`config.mk`:
```
export PLATFORM = sky130hd
export DESIGN_NAME = priv_trap_unit
export DESIGN_NICKNAME = d
export VERILOG_FILES = /design/src/rtl/priv_trap_unit.sv
export SDC_FILE = /design/constraint.sdc
export NUM_CORES = 1
export LEC_CHECK = 0
export BUFFER_PORTS_ARGS = -buffer_cell sky130_fd_sc_hd__clkbuf_2
export CORE_ASPECT_RATIO = 1.4
export CORE_UTILIZATION = 44
export DETAILED_ROUTE_END_ITERATION = 8
export GPL_ROUTABILITY_DRIVEN = 0
export PLACE_DENSITY = 0.77
export SETUP_SLACK_MARGIN = 0.05
export SYNTH_ARGS = -nofsm -noshare
export SYNTH_HDL_FRONTEND = slang
export SYNTH_SLANG_ARGS = --single-unit
```
`constraint.sdc`:
```
create_clock -name clk -period 3.9 [get_ports clk]
set_clock_uncertainty 0.2 [all_clocks]
set_input_delay 0.78 -clock clk [delete_from_list [all_inputs] [get_ports clk]]
set_output_delay 0.78 -clock clk [all_outputs]
set_load 0.005 [all_outputs]
```
`src/rtl/priv_trap_unit.sv`:
```
module priv_trap_unit #(
  parameter int          XLEN      = 32,
  parameter logic [11:0] A_MSTATUS = 12'h300,
  parameter logic [11:0] A_MEPC    = 12'h341,
  parameter logic [11:0] A_SEPC    = 12'h141
) (
  input  logic            clk,
  input  logic            rst_n,
  input  logic            trap_req,
  input  logic [XLEN-1:0] trap_pc,
  input  logic [XLEN-1:0] trap_vec,
  input  logic            mret,
  input  logic            sret,
  input  logic            csr_we,
  input  logic [11:0]     csr_addr,
  input  logic [XLEN-1:0] csr_wdata,
  output logic [XLEN-1:0] csr_rdata,
  output logic [1:0]      priv,
  output logic            redir_valid,
  output logic [XLEN-1:0] redir_pc,
  output logic            illegal,
  output logic [XLEN-1:0] mstatus
);
  localparam logic [1:0] LVL_U = 2'b00;
  localparam logic [1:0] LVL_M = 2'b11;

  logic [1:0]      lvl, mpp;
  logic            uie, sie, mie, upie, spie, mpie, spp;
  logic [XLEN-1:0] mepc, sepc;

  wire m_ok    = mret & (lvl == LVL_M);
  wire s_ok    = sret & (lvl != LVL_U);
  wire do_mret = ~trap_req & m_ok;
  wire do_sret = ~trap_req & ~mret & s_ok;
  wire do_wr   = csr_we & ~trap_req & ~mret & ~sret;

  assign illegal     = mret ? ~m_ok : (sret & ~s_ok);
  assign redir_valid = trap_req | do_mret | do_sret;
  assign redir_pc    = trap_req ? trap_vec : do_mret ? mepc : do_sret ? sepc : '0;
  assign priv        = lvl;
  assign mstatus     = {{(XLEN-13){1'b0}}, mpp, 2'b00, spp, mpie, 1'b0,
                        spie, upie, mie, 1'b0, sie, uie};

  always_comb begin
    if (csr_addr == A_MSTATUS)   csr_rdata = mstatus;
    else if (csr_addr == A_MEPC) csr_rdata = mepc;
    else if (csr_addr == A_SEPC) csr_rdata = sepc;
    else                         csr_rdata = '0;
  end

  logic unused_bits;
  assign unused_bits = ^{trap_pc[0], csr_wdata[XLEN-1:13], csr_wdata[10:9],
                         csr_wdata[6], csr_wdata[2], csr_wdata[0]};

  always_ff @(posedge clk) begin
    if (!rst_n) begin
      lvl <= LVL_M; mpp <= LVL_U;
      {uie, sie, mie, upie, spie, mpie, spp} <= '0;
      mepc <= '0; sepc <= '0;
    end else if (trap_req) begin
      mepc <= {trap_pc[XLEN-1:1], 1'b0};
      mpp  <= lvl;
      mpie <= mie;
      mie  <= 1'b0;
      lvl  <= LVL_M;
    end else if (do_mret) begin
      lvl  <= mpp;
      mie  <= mpie;
      mpie <= 1'b1;
      mpp  <= LVL_U;
    end else if (do_sret) begin
      lvl  <= {1'b0, spp};
      sie  <= spie;
      spie <= 1'b1;
      spp  <= 1'b0;
    end else if (do_wr) begin
      if (csr_addr == A_MSTATUS) begin
        uie  <= csr_wdata[0];
        sie  <= csr_wdata[1];
        mie  <= csr_wdata[3];
        upie <= csr_wdata[4];
        spie <= csr_wdata[5];
        mpie <= csr_wdata[7];
        spp  <= csr_wdata[8];
        if (csr_wdata[12:11] != 2'b10) mpp <= csr_wdata[12:11];
      end else if (csr_addr == A_MEPC) begin
        mepc <= {csr_wdata[XLEN-1:1], 1'b0};
      end else if (csr_addr == A_SEPC) begin
        sepc <= {csr_wdata[XLEN-1:1], 1'b0};
      end
    end
  end

  a_r4_trap_entry: assert property (@(posedge clk) disable iff (!rst_n)
    trap_req |=> (lvl == LVL_M) && !mie && (mpie == $past(mie)) && (mpp == $past(lvl)));

  a_r6_mret_pop: assert property (@(posedge clk) disable iff (!rst_n)
    (mret && !trap_req && lvl == LVL_M) |=>
      (lvl == $past(mpp)) && (mie == $past(mpie)) && mpie && (mpp == LVL_U));

  a_r7_mret_blocked: assert property (@(posedge clk) disable iff (!rst_n)
    (mret && !trap_req && lvl != LVL_M) |=>
      (lvl == $past(lvl)) && (mstatus == $past(mstatus)) && (mepc == $past(mepc)));

  a_r8_sret_pop: assert property (@(posedge clk) disable iff (!rst_n)
    (sret && !mret && !trap_req && lvl != LVL_U) |=>
      (lvl == {1'b0, $past(spp)}) && (sie == $past(spie)) && spie && !spp);

  a_r9_sret_user: assert property (@(posedge clk) disable iff (!rst_n)
    (sret && !mret && lvl == LVL_U) |-> illegal && !(redir_valid && !trap_req));

  a_r10_mpp_legal: assert property (@(posedge clk) disable iff (!rst_n)
    mpp != 2'b10);

  a_r12_trap_wins: assert property (@(posedge clk) disable iff (!rst_n)
    (trap_req && csr_we) |=> mepc == {$past(trap_pc[XLEN-1:1]), 1'b0});
endmodule

```
==> key figures, run 1 <==
Outcome
  • Status: finished, final reports clean

Synthesis
  • Synth Area in Compound Gates: 0.298
  • Post-synthesis adder-cell area fraction: 0
  • Main flop type after synthesis: dfxtp_1
  • Seq/Total Area, Yosys: 0.340
  • Cell count after synthesis: 579
  • Mux contribution to synthesized area: 0.0116
  • Synth Area in XOR/XNOR: 0
  • Cell variety after synth: 43
  • Asr flop ratio synth: 0
  • Number of synthesized register bits: 73
  • Mapped cell area: 0.00430 mm^2
  • Main combinational cell family by area after synthesis: compound AO/OA/AOI/OAI gates
  • Number of synthesized flops with an enable pin: 0
  • Average cell area after synthesis: 7.42 um^2
  • Simple-Gate Fraction of Synth Area: 0.229
  • YS warnings: 0

Power
  • Power per cell area: 345 mW/mm^2
  • Peak supply drop: 0.000229 V
  • Internal power: 1400 uW
  • Seq pwr share: 0.427
  • Clock Power Share: 0.433
  • Sw Pwr: 475 uW
  • Switching portion of total power: 0.254
  • Gate power share: 0.140
  • Leakage Power: 0.00244 uW

Global route
  • Overflow after GRT: 0
  • Vias in the first global route: 4,665
  • Global-route wire length before repair: 21.9 mm
  • Initial antenna violation count: 0
  • Largest net degree at the start of global routing: 63
  • GRT Util Overall: 0.271

Worst hold path
  • Worst min-delay path class: flip-flop to flip-flop
  • Hold_sp: sepc[16]$_SDFFE_PN0P_
  • Hold path depth: 2
  • Hold Path End: sepc[16]$_SDFFE_PN0P_

Floorplan
  • Starting density of the core: 0.454
  • Die area: 0.0102 mm^2
  • Die H: 119 um
  • Die X: 85.5 um
  • Row Count: 42
  • Total core area: 0.00946 mm^2
  • Io pins: 214

Worst setup path
  • End of the worst register-to-register path: mpp[0]$_SDFFE_PN0P_
  • Setup CP Type: input pin to primary output
  • Required time worst endpoint: 2920 ps
  • Arrival time at the worst endpoint: 2480 ps
  • Worst setup SP type: input pin
  • Worst Path Buf+Inv: 4
  • CP max FO: 62
  • R2R Setup Slk: 1870 ps
  • FF-to-FF Start: priv[0]$_SDFFE_PP1P_
  • Most frequent CP cell: clkbuf_2
  • Crit path largest cell delay: 590 ps
  • Worst Setup End Kind: primary output
  • Slowest library cell on the worst path: or4_4
  • R2R cell count: 5
  • Crit path cell chain: clkbuf_2 > or4_4 > nor4_4 > buf_12 > a222oi_1 > inv_1 > clkbuf_2
  • Delay-heaviest family, CP: simple AND/OR/NAND/NOR gates

STA
  • Worst-margin pin slew: 1040 ps
  • Relative slew margins: 0.303
  • Tmin final: 3460 ps
  • Max Fclk: 289 MHz
  • Slew Limit Fails: 0
  • Final period utilization: 0.888
  • Endpoints failing hold: 0
  • RSZ-0062 raised after global routing: false
  • Final setup viols: 0
  • Setup TNS: 0 ps

Clocking
  • Clock Path Buffers: 2
  • TritonCTS Buffers: 9
  • # resized after CTS: 0
  • Clock slew at reported path FFs: 50 ps
  • CTS tree: yes
  • Max H-tree Level: 3
  • Root Driver: clkbuf_16
  • Hold_buf cts: 0
  • Clk sinks: 73
  • Post-CTS Setup Inserts: 0
  • Clk_lat worst skew: 330 ps

Detailed routing
  • DRT Pass-1 Iters: 5
  • Routed wire per std cell: 16.6 um
  • Final ANT Viol Nets: 0
  • WL final: 14.1 mm
  • DRC: 0
  • Initial DRC count: 426
  • Vias: 5,021
  • Vias per inst: 5.95

Final layout
  • Cell area after layout: 0.00543 mm^2
  • Layout cells sized above 1: 0.309
  • Nets: 843
  • Filler Cell Count: 906
  • Area grow syn2layout: 26.4%
  • # diodes: 0
  • End-of-flow core utilization: 0.574

Placed design
  • Post-DP HPWL: 9.29 mm
  • Buffers on Ports: 189
  • Placed cell area: 0.00514 mm^2

Flow run
  • Max-Cap Viols: 0
## cell families after synthesis
logic type      after synthesis
compound gates              206
simple gates                196
buf+inv                      98
flops                        73
mux                           5
other cells                   1
## layout make-up
| cell class | count | area (um^2) | share of cell area |
|---|---|---|---|
| multi-input combinational | 430 | 2420 | 0.446 |
| sequential | 73 | 1460 | 0.269 |
| timing repair buffer | 203 | 1080 | 0.198 |
| clock buffer | 13 | 250 | 0.0461 |
| tap | 110 | 138 | 0.0253 |
| inverter | 12 | 45.0 | 0.00829 |
| clock inverter | 3 | 40.0 | 0.00737 |
## per-layer routing
| metal | share of wire | wire, um | GRT usage | up-vias |
|---|---|---|---|---|
| li1 | - | - | - | 2376 |
| met1 | 0.37 | 5190 | 0.314 | 2319 |
| met2 | 0.53 | 7390 | 0.474 | 286 |
| met3 | 0.079 | 1120 | 0.0409 | 40 |
| met4 | 0.025 | 357 | 0.145 | 0 |
| met5 | 0 | 0 | 0 | - |
## registers in the layout, indices dropped and copies added (netlist names), 2 cells and up
register and count:
mepc 31, mpp 2, priv 2, sepc 31
## cells in the final DEF, fill, tap and decap left out, types with 3 or more instances in the layout
master,synthesis,final
o21ai_1,5,5
a21oi_1,34,34
mux2i_1,5,5
a22oi_1,31,31
a222oi_1,8,8
o21ai_0,93,93
o221ai_1,3,3
nand2_1,37,37
dfxtp_1,73,73
inv_1,11,11
clkbuf_16,0,9
buf_4,30,13
nand4_1,4,4
nand3_1,34,34
conb_1,1,23
clkbuf_2,0,188
nor2_1,40,40
and2_1,3,3
nor3_1,60,60
a22o_1,23,23
clkbuf_1,42,3
## synth_stat cells (8+ instances only)
cell,number,share of area
nand2_1,37,0.032
buf_4,30,0.052
a22oi_1,31,0.054
inv_1,11,0.0096
clkbuf_1,42,0.037
a21oi_1,34,0.040
dfxtp_1,73,0.34
o21ai_0,93,0.11
nand3_1,34,0.040
nor3_1,60,0.070
buf_2,10,0.012
nor2_1,40,0.035
a22o_1,23,0.047
a222oi_1,8,0.019
## worst max-delay path by stage
stage,from,endpoint,slack [ps],depth (start not counted)
CTS,csr_addr[1],csr_rdata[11],430,7
floorplan,csr_addr[1],csr_rdata[21],690,4
global placement,csr_addr[1],csr_rdata[11],450,7
global route,csr_addr[1],csr_rdata[11],380,7
detailed placement,csr_addr[1],csr_rdata[11],440,7
finish,csr_addr[1],csr_rdata[11],440,7
## worst register-to-register path, delay by kind of cell, from the launching register on
kind | cells | cell delay (ps)
simple gates | 2 | 390
compound gates | 2 | 490
flops | 1 | 510
buf+inv | 1 | 390
## stage by stage
step	hold slack (ps)	setup slack, ps	total power [uW]	cells
2_1_floorplan	262	693	961	601
6_report	289	437	1870	844
3_5_place_dp	285	436	1070	828
4_1_cts	292	430	1880	844
3_3_place_gp	271	446	1070	828
5_1_grt	317	380	1950	844
## power by group through the flow
stage	clock [uW]	sequential [uW]	combinational, uW
floorplan	0	809	153
global placement	0	813	254
detailed placement	0	816	259
CTS	820	799	261
global route	858	803	291
finish	812	800	263
(Power assumes the default switching activity.)
==> run 2: changes to the inputs <==
--- a/config.mk
+++ b/config.mk
@@ -7,11 +7,10 @@
 export LEC_CHECK = 0
 export BUFFER_PORTS_ARGS = -buffer_cell sky130_fd_sc_hd__clkbuf_2
 export CORE_ASPECT_RATIO = 1.4
-export CORE_UTILIZATION = 44
+export CORE_UTILIZATION = 50
 export DETAILED_ROUTE_END_ITERATION = 8
 export GPL_ROUTABILITY_DRIVEN = 0
-export PLACE_DENSITY = 0.77
-export SETUP_SLACK_MARGIN = 0.05
+export PLACE_DENSITY = 0.86
 export SYNTH_ARGS = -nofsm -noshare
 export SYNTH_HDL_FRONTEND = slang
 export SYNTH_SLANG_ARGS = --single-unit
==> run 2 against run 1 <==
Compared with the run above: design area grew 0.97%; critical path depth is the same; non-clock buffer count grew 1; utilization grew 9.1 points; first-iteration DRC count grew 18%; clock-buffer cell count shrank 2.
==> key figures, run 2 (synthesized netlist as in run 1, its figures left out) <==
Floorplan
  • Io pins: 214 (unchanged)
  • Die H: 112 um (was 119 um)
  • Starting density of the core: 0.521 (was 0.454)
  • Row Count: 39 (was 42)
  • Total core area: 0.00825 mm^2 (was 0.00946 mm^2)
  • Die X: 80.4 um (was 85.5 um)
  • Die area: 0.00898 mm^2 (was 0.0102 mm^2)

Clocking
  • Clk sinks: 73 (unchanged)
  • Max H-tree Level: 3 (unchanged)
  • Clock Path Buffers: 2 (unchanged)
  • Root Driver: clkbuf_16 (unchanged)
  • Clock slew at reported path FFs: 60 ps (was 50 ps)
  • TritonCTS Buffers: 9 (unchanged)
  • Clk_lat worst skew: 320 ps (was 330 ps)
  • # resized after CTS: 0 (unchanged)
  • Hold_buf cts: 0 (unchanged)
  • CTS tree: yes (unchanged)
  • Post-CTS Setup Inserts: 0 (unchanged)

STA
  • Relative slew margins: 0.297 (was 0.303)
  • Final period utilization: 0.890 (was 0.888)
  • Setup TNS: 0 ps (unchanged)
  • Endpoints failing hold: 0 (unchanged)
  • Tmin final: 3470 ps (was 3460 ps)
  • Max Fclk: 288 MHz (was 289 MHz)
  • Worst-margin pin slew: 1050 ps (was 1040 ps)
  • Final setup viols: 0 (unchanged)
  • Slew Limit Fails: 0 (unchanged)
  • RSZ-0062 raised after global routing: false (unchanged)

Worst setup path
  • CP Depth: 7 (unchanged)
  • End of the worst register-to-register path: priv[0]$_SDFFE_PP1P_ (was mpp[0]$_SDFFE_PN0P_)
  • Slowest library cell on the worst path: or4_4 (unchanged)
  • Worst Setup End Kind: primary output (unchanged)
  • Worst Path Buf+Inv: 4 (unchanged)
  • Delay-heaviest family, CP: simple AND/OR/NAND/NOR gates (unchanged)
  • FF-to-FF Start: priv[0]$_SDFFE_PP1P_ (unchanged)
  • Crit path largest cell delay: 590 ps (about the same)
  • R2R cell count: 4 (was 5)
  • Crit path cell chain: clkbuf_2 > or4_4 > nor4_4 > buf_12 > a222oi_1 > inv_1 > clkbuf_2 (unchanged)
  • R2R Setup Slk: 2110 ps (was 1870 ps)
  • Setup CP Type: input pin to primary output (unchanged)
  • Most frequent CP cell: clkbuf_2 (unchanged)
  • Arrival time at the worst endpoint: 2490 ps (was 2480 ps)
  • Worst setup SP type: input pin (unchanged)
  • Required time worst endpoint: 2920 ps (about the same)
  • CP max FO: 62 (unchanged)

Flow run
  • Max-Cap Viols: 0 (unchanged)

Power
  • Seq pwr share: 0.397 (was 0.427)
  • Switching portion of total power: 0.240 (was 0.254)
  • Clock Power Share: 0.472 (was 0.433)
  • Power per cell area: 367 mW/mm^2 (was 345 mW/mm^2)
  • Peak supply drop: 0.000358 V (was 0.000229 V)
  • Sw Pwr: 484 uW (was 475 uW)
  • Internal power: 1530 uW (was 1400 uW)
  • Total Power: 2010 uW (was 1870 uW)
  • Leakage Power: 0.00247 uW (was 0.00244 uW)
  • Gate power share: 0.131 (was 0.140)

Final layout
  • Layout cells sized above 1: 0.313 (was 0.309)
  • Regs by FF count: mepc (31), sepc (31) (unchanged)
  • Area grow syn2layout: 27.7% (was 26.4%)
  • Commonest non-fill, non-tap cell in the layout: clkbuf_2 (unchanged)
  • Cell area after layout: 0.00549 mm^2 (was 0.00543 mm^2)
  • Leading cell types in the layout, fill and taps excluded: 188 x clkbuf_2, 93 x o21ai_0, 73 x dfxtp_1 (unchanged)
  • # diodes: 0 (unchanged)
  • Nets: 844 (was 843)

Outcome
  • Status: finished, final reports clean (unchanged)

Global route
  • Overflow after GRT: 0 (unchanged)
  • Global-route wire length before repair: 22.4 mm (was 21.9 mm)
  • GRT Util Overall: 0.318 (was 0.271)
  • Initial antenna violation count: 0 (unchanged)
  • Largest net degree at the start of global routing: 64 (was 63)
  • Vias in the first global route: 4,753 (was 4,665)

Detailed routing
  • Vias: 5,127 (was 5,021)
  • Vias per inst: 6.13 (was 5.95)
  • Final ANT Viol Nets: 0 (unchanged)
  • DRT Pass-1 Iters: 7 (was 5)
  • DRC: 0 (unchanged)
  • Initial DRC count: 504 (was 426)
  • Routed wire per std cell: 17.1 um (was 16.6 um)
  • WL final: 14.3 mm (was 14.1 mm)

Placed design
  • Buffers on Ports: 189 (unchanged)
  • Placed cell area: 0.00514 mm^2 (about the same)
  • Post-DP HPWL: 9.55 mm (was 9.29 mm)

Worst hold path
  • Hold path depth: 2 (unchanged)
  • Worst min-delay path class: flip-flop to flip-flop (unchanged)
  • Hold Path End: sepc[22]$_SDFFE_PN0P_ (was sepc[16]$_SDFFE_PN0P_)
  • Hold_sp: sepc[22]$_SDFFE_PN0P_ (was sepc[16]$_SDFFE_PN0P_)
==> run 2: area by class of cell <==
| class | count | area (um^2) |
|---|---|---|
| inverter | 12 | 45.0 |
| clock buffer | 11 | 243 |
| clock inverter | 5 | 103 |
| timing repair buffer | 204 | 1090 |
| multi-input combinational | 430 | 2420 |
| tap | 102 | 128 |
| sequential | 73 | 1460 |
| fill | 726 | 2760 |
==> run 2: worst max-delay path by stage <==
stage	start	endpoint	slack [ps]
after detailed placement	csr_addr[1]	csr_rdata[11]	460
after floorplan	csr_addr[1]	csr_rdata[21]	690
final	csr_addr[1]	csr_rdata[11]	430
after global placement	csr_addr[1]	csr_rdata[11]	470
after global routing	csr_addr[1]	csr_rdata[22]	350
after CTS	csr_addr[1]	csr_rdata[11]	450
==> run 2: routing by layer <==
metal	global-route usage	wire length, um	share of wire	vias to the layer above
met3	0.0434	1130	0.079	60
met1	0.363	5140	0.36	2365
met4	0.180	566	0.040	0
li1	-	-	-	2374
met5	0	0	0	-
met2	0.554	7490	0.52	328
==> run 2: worst register-to-register path, stage by stage, from the launching register on <==
cell and delay [ps]:
dfxtp_1 490, o211a_1 450, buf_12 250, mux2i_1 200, o21ai_0 90
==> run 2: power groups by stage <==
stage	sequential [uW]	combinational (uW)	clock (uW)
floorplan	809	153	0
global placement	813	252	0
detailed placement	815	260	0
CTS	799	261	958
global route	803	292	990
finish	800	264	950
==> run 2: through the flow <==
stage          std cells  utilization  hold WS (ps)  worst slack [ps]
6_report             837        0.665           296               430
5_1_grt              837        0.665           316               345
4_1_cts              837        0.665           294               450
3_5_place_dp         821        0.623           286               457
3_3_place_gp         821        0.623           268               466
2_1_floorplan        601            -           262               693
